==> src/rtl/simt_pkg.sv <==
package simt_pkg;
  typedef enum logic [1:0] {
    PATH_BASE  = 2'd0,
    PATH_TAKEN = 2'd1,
    PATH_ELSE  = 2'd2
  } path_e;
endpackage

==> src/rtl/simt_branch_eval.sv <==
module simt_branch_eval #(
  parameter int LANES = 32
) (
  input  logic [LANES-1:0] active_i,
  input  logic [LANES-1:0] taken_i,
  output logic             split_o,
  output logic [LANES-1:0] taken_mask_o,
  output logic [LANES-1:0] else_mask_o
);
  always_comb begin
    taken_mask_o = active_i & taken_i;
    else_mask_o  = active_i & ~taken_i;
    // divergent only if both sides keep at least one lane
    split_o      = (|taken_mask_o) && (|else_mask_o);
  end
endmodule

==> src/rtl/simt_stack_mem.sv <==
module simt_stack_mem
  import simt_pkg::*;
#(
  parameter int LANES   = 32,
  parameter int DEPTH   = 8,
  localparam int DEPTH_W = $clog2(DEPTH + 1)
) (
  input  logic               clk_i,
  input  logic               rst_ni,
  input  logic               push2_i,
  input  logic               pop_i,
  input  logic [LANES-1:0]   join_mask_i,
  input  path_e              join_path_i,
  input  logic [LANES-1:0]   else_mask_i,
  output logic [LANES-1:0]   top_mask_o,
  output path_e              top_path_o,
  output logic [DEPTH_W-1:0] depth_o
);
  logic [LANES-1:0]   mask_q [DEPTH];
  path_e              path_q [DEPTH];
  logic [DEPTH_W-1:0] depth_q;
  logic [DEPTH_W-1:0] top_idx;

  assign top_idx = depth_q - DEPTH_W'(1);

  for (genvar g = 0; g < DEPTH; g++) begin : g_entry
    always_ff @(posedge clk_i or negedge rst_ni) begin
      if (!rst_ni) begin
        mask_q[g] <= '0;
        path_q[g] <= PATH_BASE;
      end else if (push2_i) begin
        if (depth_q == DEPTH_W'(g)) begin
          mask_q[g] <= join_mask_i;
          path_q[g] <= join_path_i;
        end else if (depth_q + DEPTH_W'(1) == DEPTH_W'(g)) begin
          mask_q[g] <= else_mask_i;
          path_q[g] <= PATH_ELSE;
        end
      end
    end
  end

  always_ff @(posedge clk_i or negedge rst_ni) begin
    if (!rst_ni)      depth_q <= '0;
    else if (push2_i) depth_q <= depth_q + DEPTH_W'(2);
    else if (pop_i)   depth_q <= depth_q - DEPTH_W'(1);
  end

  always_comb begin
    top_mask_o = '0;
    top_path_o = PATH_BASE;
    for (int i = 0; i < DEPTH; i++) begin
      if (top_idx == DEPTH_W'(i)) begin
        top_mask_o = mask_q[i];
        top_path_o = path_q[i];
      end
    end
  end

  assign depth_o = depth_q;
endmodule

==> src/rtl/simt_lane_gate.sv <==
module simt_lane_gate #(
  parameter int LANES = 32
) (
  input  logic             issue_i,
  input  logic [LANES-1:0] mask_i,
  output logic [LANES-1:0] we_o
);
  for (genvar l = 0; l < LANES; l++) begin : g_lane
    assign we_o[l] = issue_i & mask_i[l];
  end
endmodule

==> src/rtl/simt_mask_stack.sv <==
module simt_mask_stack
  import simt_pkg::*;
#(
  parameter int LANES   = 32,
  parameter int DEPTH   = 8,
  localparam int DEPTH_W = $clog2(DEPTH + 1)
) (
  input  logic               clk_i,
  input  logic               rst_ni,
  input  logic               branch_i,
  input  logic [LANES-1:0]   taken_i,
  input  logic               pop_i,
  input  logic               issue_i,
  output logic [LANES-1:0]   mask_o,
  output logic [LANES-1:0]   lane_we_o,
  output logic [1:0]         path_o,
  output logic [DEPTH_W-1:0] depth_o,
  output logic               diverged_o,
  output logic               err_o
);
  logic [LANES-1:0] mask_q;
  path_e            path_q;
  logic             err_q;

  logic             split;
  logic [LANES-1:0] taken_mask, else_mask;
  logic [LANES-1:0] top_mask;
  path_e            top_path;
  logic [DEPTH_W-1:0] depth;

  logic room, do_split, do_pop, ovf, under, conflict;

  simt_branch_eval #(.LANES(LANES)) i_eval (
    .active_i     (mask_q),
    .taken_i      (taken_i),
    .split_o      (split),
    .taken_mask_o (taken_mask),
    .else_mask_o  (else_mask)
  );

  simt_stack_mem #(.LANES(LANES), .DEPTH(DEPTH)) i_mem (
    .clk_i       (clk_i),
    .rst_ni      (rst_ni),
    .push2_i     (do_split),
    .pop_i       (do_pop),
    .join_mask_i (mask_q),
    .join_path_i (path_q),
    .else_mask_i (else_mask),
    .top_mask_o  (top_mask),
    .top_path_o  (top_path),
    .depth_o     (depth)
  );

  simt_lane_gate #(.LANES(LANES)) i_gate (
    .issue_i (issue_i),
    .mask_i  (mask_q),
    .we_o    (lane_we_o)
  );

  always_comb begin
    room     = (int'(depth) + 2) <= DEPTH;
    conflict = branch_i & pop_i;
    do_split = branch_i & ~pop_i & split & room;
    ovf      = branch_i & ~pop_i & split & ~room;
    do_pop   = pop_i & ~branch_i & (depth != '0);
    under    = pop_i & ~branch_i & (depth == '0);
  end

  always_ff @(posedge clk_i or negedge rst_ni) begin
    if (!rst_ni) begin
      mask_q <= '1;
      path_q <= PATH_BASE;
      err_q  <= 1'b0;
    end else begin
      if (conflict || ovf || under) err_q <= 1'b1;
      if (do_split) begin
        mask_q <= taken_mask;
        path_q <= PATH_TAKEN;
      end else if (do_pop) begin
        mask_q <= top_mask;
        path_q <= top_path;
      end
    end
  end

  assign mask_o     = mask_q;
  assign path_o     = path_q;
  assign depth_o    = depth;
  assign diverged_o = (depth != '0);
  assign err_o      = err_q;
endmodule

==> config.mk <==
export PLATFORM = sky130hd
export DESIGN_NAME = simt_mask_stack
export DESIGN_NICKNAME = d
export VERILOG_FILES = /design/src/rtl/simt_pkg.sv /design/src/rtl/simt_branch_eval.sv /design/src/rtl/simt_stack_mem.sv /design/src/rtl/simt_lane_gate.sv /design/src/rtl/simt_mask_stack.sv
export SDC_FILE = /design/constraint.sdc
export NUM_CORES = 1
export LEC_CHECK = 0
export BUFFER_PORTS_ARGS = -buffer_cell sky130_fd_sc_hd__buf_2
export CELL_PAD_IN_SITES_DETAIL_PLACEMENT = 0
export CELL_PAD_IN_SITES_GLOBAL_PLACEMENT = 1
export CORE_MARGIN = 3
export CORE_UTILIZATION = 54
export DETAILED_ROUTE_END_ITERATION = 8
export GPL_TIMING_DRIVEN = 0
export PLACE_DENSITY_LB_ADDON = 0.1
export SLEW_MARGIN = 40
export SYNTH_ARGS = -nofsm -noshare
export SYNTH_HDL_FRONTEND = slang
export SYNTH_SLANG_ARGS = --single-unit
==> constraint.sdc <==
create_clock -name clk_i -period 6.8 [get_ports clk_i]
set_input_delay 0.68 -clock clk_i [delete_from_list [all_inputs] [get_ports clk_i]]
set_output_delay 0.68 -clock clk_i [all_outputs]
set_load 0.02 [all_outputs]
==> results by stage, run 1 <==
Placed design:
- The placement-stage cell area is 0.0197 mm2.
- The final weighted congestion in routability-driven placement is 0.924.
- The quantity of I/O buffers inserted on ports is 108.
- Detailed placement ended at an HPWL of 44.0 mm.
- The total placed cells including tap cells is 2222.
- Prior to clock tree synthesis, the placed netlist has a worst setup slack of 2.95 ns.

Critical path:
- The instance count on the critical path is 10.
- The signal on the critical path passes through inv_1, ha_1, nor2b_1, nor2_1, nor2_1, buf_2, clkbuf_1, o21ai_0, a2111oi_0, a2111oi_1.
- The critical path buffer and inverter count is 3.
- Along the worst path, the maximum fanout reaches 10.
- The critical path in this run is classified as flop to flop.
- The slowest cell on the critical path is sky130_fd_sc_hd__a2111oi_0.
- The kind of end point of the critical path is a flop.
- The arrival time at the worst endpoint is 4.40 ns.
- Measured in cells, the most critical reg-to-reg path has a length of 10.
- For the worst setup path, the data required time is 7.22 ns.
- The cell that appears most often on the critical path is sky130_fd_sc_hd__nor2_1.
- Among cell families on the critical path, the largest total delay comes from buffers and inverters.
- On the worst path, the slowest cell contributes a delay of 0.67 ns.
- The kind of launch point of the worst setup path is a flop.

Global routing:
- The first global-routing pass estimated 99.0 mm of wire.
- Global routing finished with a remaining overflow of 0.
- The combined global-route utilization of all metal layers is 36.4%.
- The via count of the first global-routing pass is 15300.
- The number of antenna violations at the first check in global routing came to 0.
- The maximum number of pins on one net before global-route repair is 74.

STA:
- The final critical path time including I/O delays and setup is 3.98 ns.
- The number of setup violations in the final report is 0.
- The clock arrives with 0.0149 ns of skew.
- Setup slack on the critical path of the routed design comes to 2.82 ns.
- The relative slew slack is 39.3%.
- The highest clock frequency the design can meet is 0.252 GHz.
- The count of final hold-check violations came to 0.
- The fraction of the cycle the final worst path needs is 58.5%.
- The slew at the pin with the worst max-slew slack is 0.910 ns.
- The count of final max-slew check failures came to 0.
- Setup repair after global routing left no endpoint under its margin.

Detailed routing:
- Dividing the detail-routed wire length by the instance count gives 28.9 um.
- The first-iteration detailed-routing DRC count is 1632.
- The total wirelength of the detailed-routed design is 66.3 mm.
- The final route contains 15000 vias.
- In this run the remaining antenna-violating nets after routing total 0.
- The vias per cell is 6.55.
- After detailed routing, the number of remaining DRC violations is 0.
- The detailed-router iteration count before antenna repair is 6.

Floorplanning:
- The total die area is 0.0364 mm2.
- 109 I/O pins were placed.
- The initial cell density of the core is 54.9%.
- Measured along the y axis, the die boundary spans 191 um.
- The number of placement rows is 67.
- Measured along the x axis, the die boundary spans 191 um.
- The area of the placeable core is 0.0336 mm2.

Synthesis:
- Synthesis produced 1662 cells.
- Yosys mapped the design onto 58 distinct sky130hd cell types.
- By area, the combinational part of the netlist is dominated by compound AO/OA/AOI/OAI gates.
- The number of warning messages in the yosys log is 0.
- The largest total area in the synthesized netlist belongs to sky130_fd_sc_hd__dfrtp_1.
- The compound-gate portion of the synthesized area is 23.6%.
- The share of the Yosys chip area taken by registers is 42.4%.
- In the post-synthesis netlist, the cell with the most instances is sky130_fd_sc_hd__dfrtp_1.
- Of the total synthesized cell area, the portion taken by XOR and XNOR cells is 0.237%.
- The synthesized net count is 1709.
- The share of synthesized cell area in full adder, half adder and majority cells is 0.678%.
- In the post-synthesis netlist, the biggest area contributors are sky130_fd_sc_hd__dfrtp_1 38%, sky130_fd_sc_hd__mux2_4 14%, sky130_fd_sc_hd__a21boi_0 7.8%.
- The multiplexer fraction of the synthesized cell area is 18.6%.
- The average size of a mapped cell is 11.1 um2.
- The most used flip-flop cell after synthesis is sky130_fd_sc_hd__dfrtp_1.
- Summed over its instances, the top area cell type makes up 37.9% of the synthesized netlist area.
- The count of flip-flops with a built-in enable after synthesis is 0.
- The number of synthesized register bits is 311.
- By count the netlist is led by 279 x sky130_fd_sc_hd__dfrtp_1, 192 x sky130_fd_sc_hd__a21boi_0, 168 x sky130_fd_sc_hd__mux2_4.
- The basic-gate share of the synthesized area counting and, or, nand and nor cells is 7.13%.
- After synthesis the cells add up to 0.0184 mm2.
- For this run, asynchronously set or reset flops after synthesis account for 100%.

Cells and area:
- After the last flow step, the layout net total stands at 1861.
- In the final layout, the share of cells above drive strength 1 is 24.7%.
- Measured on the finished design, the core utilization comes to 62.4%.
- Excluding fillers, the count of instances in the completed layout stands at 2292.
- The post-synthesis to final-layout area growth is 13.7%.
- The finished cells cover 0.0210 mm2.

Clock tree:
- The H-tree depth reported by CTS is 2.
- The total number of clock tree sinks is 311.
- After clock tree synthesis, the clock-pin slew on the worst setup and hold paths is 0.06 ns.
- The number of setup buffers added after CTS is 0.
- The clock passes through at most 3 buffers.
- In this run, post-CTS hold repair placed 0 buffers.
- The clock tree from TritonCTS is built.
- The root cell of the clock tree is sky130_fd_sc_hd__clkbuf_16.
- Buffers inserted during clock tree synthesis total 38.
- The total of cells resized after clock tree synthesis is 0.
- At the later pin of the worst-skew pair, clock insertion delay measures 0.54 ns.

Pwr:
- Summed over all cells, the static leakage comes to 9.78 nW.
- The worst voltage drop across the vdd grid is 0.256 mV.
- In this run the power density over the cells is 504 mW/mm2.

Run:
- Max-cap violations in this run came to 0.

Min path:
- The path category of the worst min-delay check is input port to async pin.

Run status:
- The run finished with clean final reports.
-- per-layer routing --
metal  track usage [%]  part of all wire (%)
met4              16.6                   5.5
met2              55.9                    44
met3              8.68                   9.1
met5                 0                     0
met1              48.9                    41
-- layout by cell type, fill, tap and decap left out, types with 61 or more instances in the layout --
| cell | Yosys | final |
|---|---|---|
| sky130_fd_sc_hd__nor2b_1 | 61 | 61 |
| sky130_fd_sc_hd__a21boi_0 | 192 | 192 |
| sky130_fd_sc_hd__inv_1 | 111 | 111 |
| sky130_fd_sc_hd__clkbuf_1 | 118 | 127 |
| sky130_fd_sc_hd__mux2i_1 | 64 | 64 |
| sky130_fd_sc_hd__o21ai_0 | 108 | 108 |
| sky130_fd_sc_hd__buf_2 | 17 | 124 |
| sky130_fd_sc_hd__dfrtp_1 | 279 | 279 |
| sky130_fd_sc_hd__mux2_4 | 168 | 168 |
-- cell families (layout without fill, tap and decap cells) --
logic type | after synthesis | count (layout)
compound gates | 567 | 567
flops | 311 | 311
buf+inv | 274 | 455
mux | 256 | 256
simple gates | 239 | 239
fa+ha+maj | 10 | 10
xor+xnor | 5 | 5
other cells | 0 | 1
-- stage by stage --
stage                     setup TNS (ns)  power [mW]  hold slack [ns]
after floorplan                        0        6.50            0.384
after global placement           -294.79        8.16            0.460
after detailed placement               0        8.30            0.468
after CTS                              0        10.4           0.0248
after global routing                   0        11.0           0.0362
final                                  0        10.6           0.0240
-- final timing paths --
| kind | start | endpoint | slack [ns] |
|---|---|---|---|
| worst max-delay path | i_mem.depth_o[1] | mask_o[18] | 2.82 |
| worst min-delay path | rst_ni | i_mem.mask_q[124] | 0.02 |
| worst max register to register | i_mem.depth_o[1] | mask_o[18] | 2.82 |
| worst min register to register | err_o | err_o | 0.48 |
| max in group asynchronous | rst_ni | mask_o[5] | 5.66 |
| min in group clk_i | pop_i | err_o | 0.46 |
-- flip-flops by register name, summed over array words and instances (netlist names) --
register and flops:
i_mem.depth_o 4, path_o 2, mask_o 32, err_o 1, i_mem.mask_q 256, i_mem.path_q 16
-- final cells by class --
class / count / area, um2
Inverter: 114 / 428
Sequential cell: 311 / 7820
Fill cell: 2826 / 12600
Clock inverter: 8 / 118
Buffer: 160 / 920
Timing Repair Buffer: 112 / 661
Tap cell: 448 / 561
Antenna cell: 1 / 2.50
Multi-Input combinational cell: 1077 / 9290
Clock buffer: 61 / 1170
-- report_power, final --
part	switching [mW]	internal, mW	leakage [nW]
combinational	3.04	2.01	5.22
sequential	0.644	2.75	3.93
clock	0.832	1.29	0.629
Note: power is estimated with default switching activity, not from simulation.
==> run 2, diff against run 1 <==
--- a/config.mk
+++ b/config.mk
@@ -5,11 +5,12 @@
 export SDC_FILE = /design/constraint.sdc
 export NUM_CORES = 1
 export LEC_CHECK = 0
+export ABC_AREA = 1
 export BUFFER_PORTS_ARGS = -buffer_cell sky130_fd_sc_hd__buf_2
 export CELL_PAD_IN_SITES_DETAIL_PLACEMENT = 0
 export CELL_PAD_IN_SITES_GLOBAL_PLACEMENT = 1
 export CORE_MARGIN = 3
-export CORE_UTILIZATION = 54
+export CORE_UTILIZATION = 45
 export DETAILED_ROUTE_END_ITERATION = 8
 export GPL_TIMING_DRIVEN = 0
 export PLACE_DENSITY_LB_ADDON = 0.1
==> constraint.sdc (replaced) <==
create_clock -name clk_i -period 3.8 [get_ports clk_i]
set_input_delay 0.38 -clock clk_i [delete_from_list [all_inputs] [get_ports clk_i]]
set_output_delay 0.38 -clock clk_i [all_outputs]
set_load 0.02 [all_outputs]
==> results by stage, run 2 <==
Run status:
- The flow ran to the end, and the final reports show no timing, DRC or antenna violations.

Placed design:
- The estimated wirelength of the detail-placed design is 51.2 mm.
- The quantity of I/O buffers inserted on ports is 108.
- Timing analysis after detailed placement gives a worst setup slack of 0.422 ns.
- The total placed cells including tap cells is 3225.
- Routability-driven placement finished with a final weighted congestion of 0.948.

Cells and area:
- The flip-flop count of the largest register, all copies and words added is 256.
- The final layout contains 2790 nets.
- Cells fill 51.9% of the core in the end.
- The post-synthesis to final-layout area growth is 13.7%.
- The post-route netlist has 16.6% of its cells at a drive strength greater than 1.
- In the layout the commonest cells are 944 x sky130_fd_sc_hd__nand2_1, 279 x sky130_fd_sc_hd__dfrtp_1, 252 x sky130_fd_sc_hd__o21ai_0.
- i_mem.mask_q holds more flip-flops than any other register.
- The commonest non-fill, non-tap cell in the layout is sky130_fd_sc_hd__nand2_1.
- The count of cells in the finished layout, fillers not included, comes to 3297.

STA:
- The worst setup skew after layout is 0.0133 ns.
- Setup violations remaining at the end of the flow were counted as 0.
- Setup slack closes at 0.177 ns.
- Setup repair after global routing left no endpoint under its margin.
- The relative slew slack is 35.8%.
- For the pin with the worst max-slew slack, the measured transition is 0.963 ns.
- The fraction of the cycle the final worst path needs is 95.3%.
- Hold is met by 0.0757 ns.
- The count of final max-slew check failures is 0.
- The highest clock frequency the design can meet is 0.276 GHz.
- The worst path in the final design needs a cycle of 3.62 ns, including I/O delays and setup.
- The count of final hold-check violations was 0.

Min path:
- The path category of the worst min-delay check is input port to flop.

Floorplanning:
- The total die area is 0.0429 mm2.
- The area of the placeable core is 0.0398 mm2.
- The initial cell density of the core is 45.7%.
- The floorplan has 73 rows.
- The number of top-level pins is 109.
- The floorplan die height is 207 um.
- The floorplan step set the die width to 207 um.

Synthesis:
- The biggest area contributor in the post-synthesis netlist is sky130_fd_sc_hd__dfrtp_1.
- The synthesized design devotes to its leading area cell type 38.4% of total area.
- The synthesized net count is 2635.
- The number of synthesized register bits is 311.
- Dividing the synthesized area by the synthesized cell count gives 7.03 um2.
- In the post-synthesis netlist, the biggest area contributors are sky130_fd_sc_hd__dfrtp_1 38%, sky130_fd_sc_hd__nand2_1 19%, sky130_fd_sc_hd__o21ai_0 6.9%.
- The count of flip-flops with a built-in enable after synthesis is 0.
- The top flip-flop cell by instance count after synthesis is sky130_fd_sc_hd__dfrtp_1.
- Sorting the synthesized cells by how often they occur yields 944 x sky130_fd_sc_hd__nand2_1, 279 x sky130_fd_sc_hd__dfrtp_1, 252 x sky130_fd_sc_hd__o21ai_0.
- For this run, the number of Yosys warnings is 0.
- After synthesis, flip-flops and latches occupy 43.0% of the total area.
- The post-synthesis cell type count is 38.
- The fraction of registers with async set or reset after synthesis is 100%.
- The instance count of the mapped netlist is 2588.
- The area of the mapped netlist is 0.0182 mm2.
- By instance count, the leading cell after synthesis is sky130_fd_sc_hd__nand2_1.

Global routing:
- The global routing stage identified its most utilized layer as met2.
- The via count of the first global-routing pass is 17100.
- Entering global routing, the biggest net connects 71 pins.
- In the global route stage, overall resource usage came out at 34.7%.
- The number of antenna violations at the first check in global routing is 0.
- The met2 capacity usage during global routing is 52.1%.
- The total grt overflow is 0.
- Global routing used 48.0% of the available met1 tracks.
- The first-pass GRT wire length is 112 mm.
- The global routing met3 resource utilization is 8.06%.

Detailed routing:
- The number of vias after detailed routing is 18500.
- The first TritonRoute pass finished after 5 iterations.
- The antenna violation net count after detailed routing is 0.
- The final layout contains routed wiring with a total length of 76.5 mm.
- The post-detailed-route wirelength per cell is 23.2 um.
- The first-iteration detailed-routing DRC count is 2046.
- After detailed routing, the number of remaining DRC violations is 0.
- In the routed layout, each cell is associated on average with a via count of 5.60.

Pwr:
- Summing internal, switching and leakage power gives 16.8 mW.
- The combinational fraction of design power is 47.5%.
- The proportion of power drawn by the clock network is 20.7%.
- The worst voltage drop across the vdd grid is 0.408 mV.
- The analysis attributes to net switching a power of 7.79 mW.
- Of the total power, registers draw 31.8%.
- Summed over all cells, the static leakage comes to 10.4 nW.
- The internal power of the cells totals 8.96 mW.
- Dividing total power by cell area gives a power density of 810 mW/mm2.
- The switching power share of the total is 46.5%.

Clock tree:
- Buffers added to address setup during post-CTS repair amount to 0.
- The total number of clock tree sinks is 311.
- TritonCTS built the clock tree.
- The root cell of the clock tree is sky130_fd_sc_hd__clkbuf_16.
- The buffer levels on the longest clock path is 3.
- The number of buffers created by CTS is 39.
- In this run the number of H-tree levels came out at 2.
- Clock latency on the worst-skew pair, taken at its later pin, is 0.56 ns.
- After clock tree synthesis, the clock-pin slew on the worst setup and hold paths is 0.06 ns.

Critical path:
- For this run, the slowest stage of the critical path takes 0.75 ns.
- The slowest cell on the critical path is sky130_fd_sc_hd__clkinv_1.
- The required arrival time at the worst endpoint is 4.23 ns.
- The worst setup path is captured at a flop.
- The worst setup path is launched from a flop.
- The type of the worst setup path is flop to flop.
- Data on the critical path arrives at its endpoint at 4.05 ns.
- Walking the worst path, the cells encountered are ha_1, nand2_1, nor2_2, clkinv_1, o21ai_1, nand3_4, buf_6, buf_8, nand2_2, o21ai_2.
- The worst-path maximum fanout is 10.

Run:
- The count of max-cap constraint violations is 0.
==> run 2: cell count changes after synthesis, sizes merged, moves of 90 or more <==
cell	delta
o21ai	+224
nor2	+110
buf	+90
a21oi	+119
a21boi	-192
inv	+132
nand3	+105
nand2	+946
mux2	-192
==> run 2: path summary, 6_finish.rpt <==
check                                   from           endpoint  cells past startpoint  slack (ns)
max                         i_mem.depth_o[1]   i_mem.mask_q[13]                     10        0.18
min                                    pop_i              err_o                      3        0.08
max reg2reg                 i_mem.depth_o[1]   i_mem.mask_q[13]                     10        0.18
min reg2reg                i_mem.mask_q[142]  i_mem.mask_q[142]                      2        0.47
max in group asynchronous             rst_ni         mask_o[27]                      5        1.94
min in group asynchronous             rst_ni   i_mem.mask_q[39]                      2        0.33
==> run 2: metal layers <==
layer | share of wire, % | wire length (um) | up-vias
met2 | 44 | 33500 | 997
met1 | 42 | 31900 | 8822
met3 | 9.8 | 7530 | 179
met5 | 0 | 0 | -
li1 | - | - | 8469
met4 | 4.5 | 3470 | 0
==> run 2: cells by family (layout without fill, tap and decap cells) <==
| kind of cell | after synthesis | in the layout | share of synthesized area, % |
|---|---|---|---|
| xor+xnor | 2 | 2 | 0.0964 |
| fa+ha+maj | 10 | 10 | 0.688 |
| flops | 311 | 311 | 43.0 |
| simple gates | 1313 | 1313 | 30.4 |
| buf+inv | 450 | 632 | 11.1 |
| compound gates | 502 | 502 | 14.8 |
| other cells | 0 | 2 | 0 |
==> run 2: worst max-delay path: cells and delay by family, from the launching register on <==
kind | cells | cell delay [ns]
AO/OA/AOI/OAI | 2 | 0.40
flip-flops | 1 | 0.50
AND/OR/NAND/NOR | 4 | 1.09
buffers and inverters | 3 | 1.12
adder cells (fa/ha/maj) | 1 | 0.35
==> run 2: repair_timing <==
| action | 4_1_cts | 5_1_grt |
|---|---|---|
| hold buffers | 1 | 0 |
| hold endpoints to repair | 42 | 0 |
| resized for setup | 0 | 0 |
==> run 2: final cells by class <==
| type | count | area [um2] |
|---|---|---|
| diodes | 2 | 5.00 |
| plain buffers | 201 | 1080 |
| clock buffers | 63 | 1110 |
| clock inverters | 5 | 28.8 |
| fillers | 4074 | 19200 |
| inverters | 249 | 937 |
| multi-input cells | 1827 | 8350 |
| flip-flops and latches | 311 | 7820 |
| well taps | 525 | 657 |
| repair buffers | 114 | 682 |
==> run 2: per-stage QoR <==
step | area (um2) | setup TNS, ns
final | 20700 | 0
after global routing | 20700 | 0
after CTS | 20700 | 0
after detailed placement | 19500 | 0
after global placement | 19400 | -1187.69
after floorplan | 18200 | 0
==> run 2: power groups by stage <==
| stage | registers (mW) | logic [mW] | clock network (mW) |
|---|---|---|---|
| after floorplan | 5.35 | 4.93 | 0 |
| after global placement | 5.31 | 7.63 | 0 |
| after global routing | 5.45 | 8.67 | 3.62 |
| after CTS | 5.30 | 7.77 | 3.50 |
| after detailed placement | 5.34 | 7.74 | 0 |
| final | 5.32 | 7.96 | 3.47 |
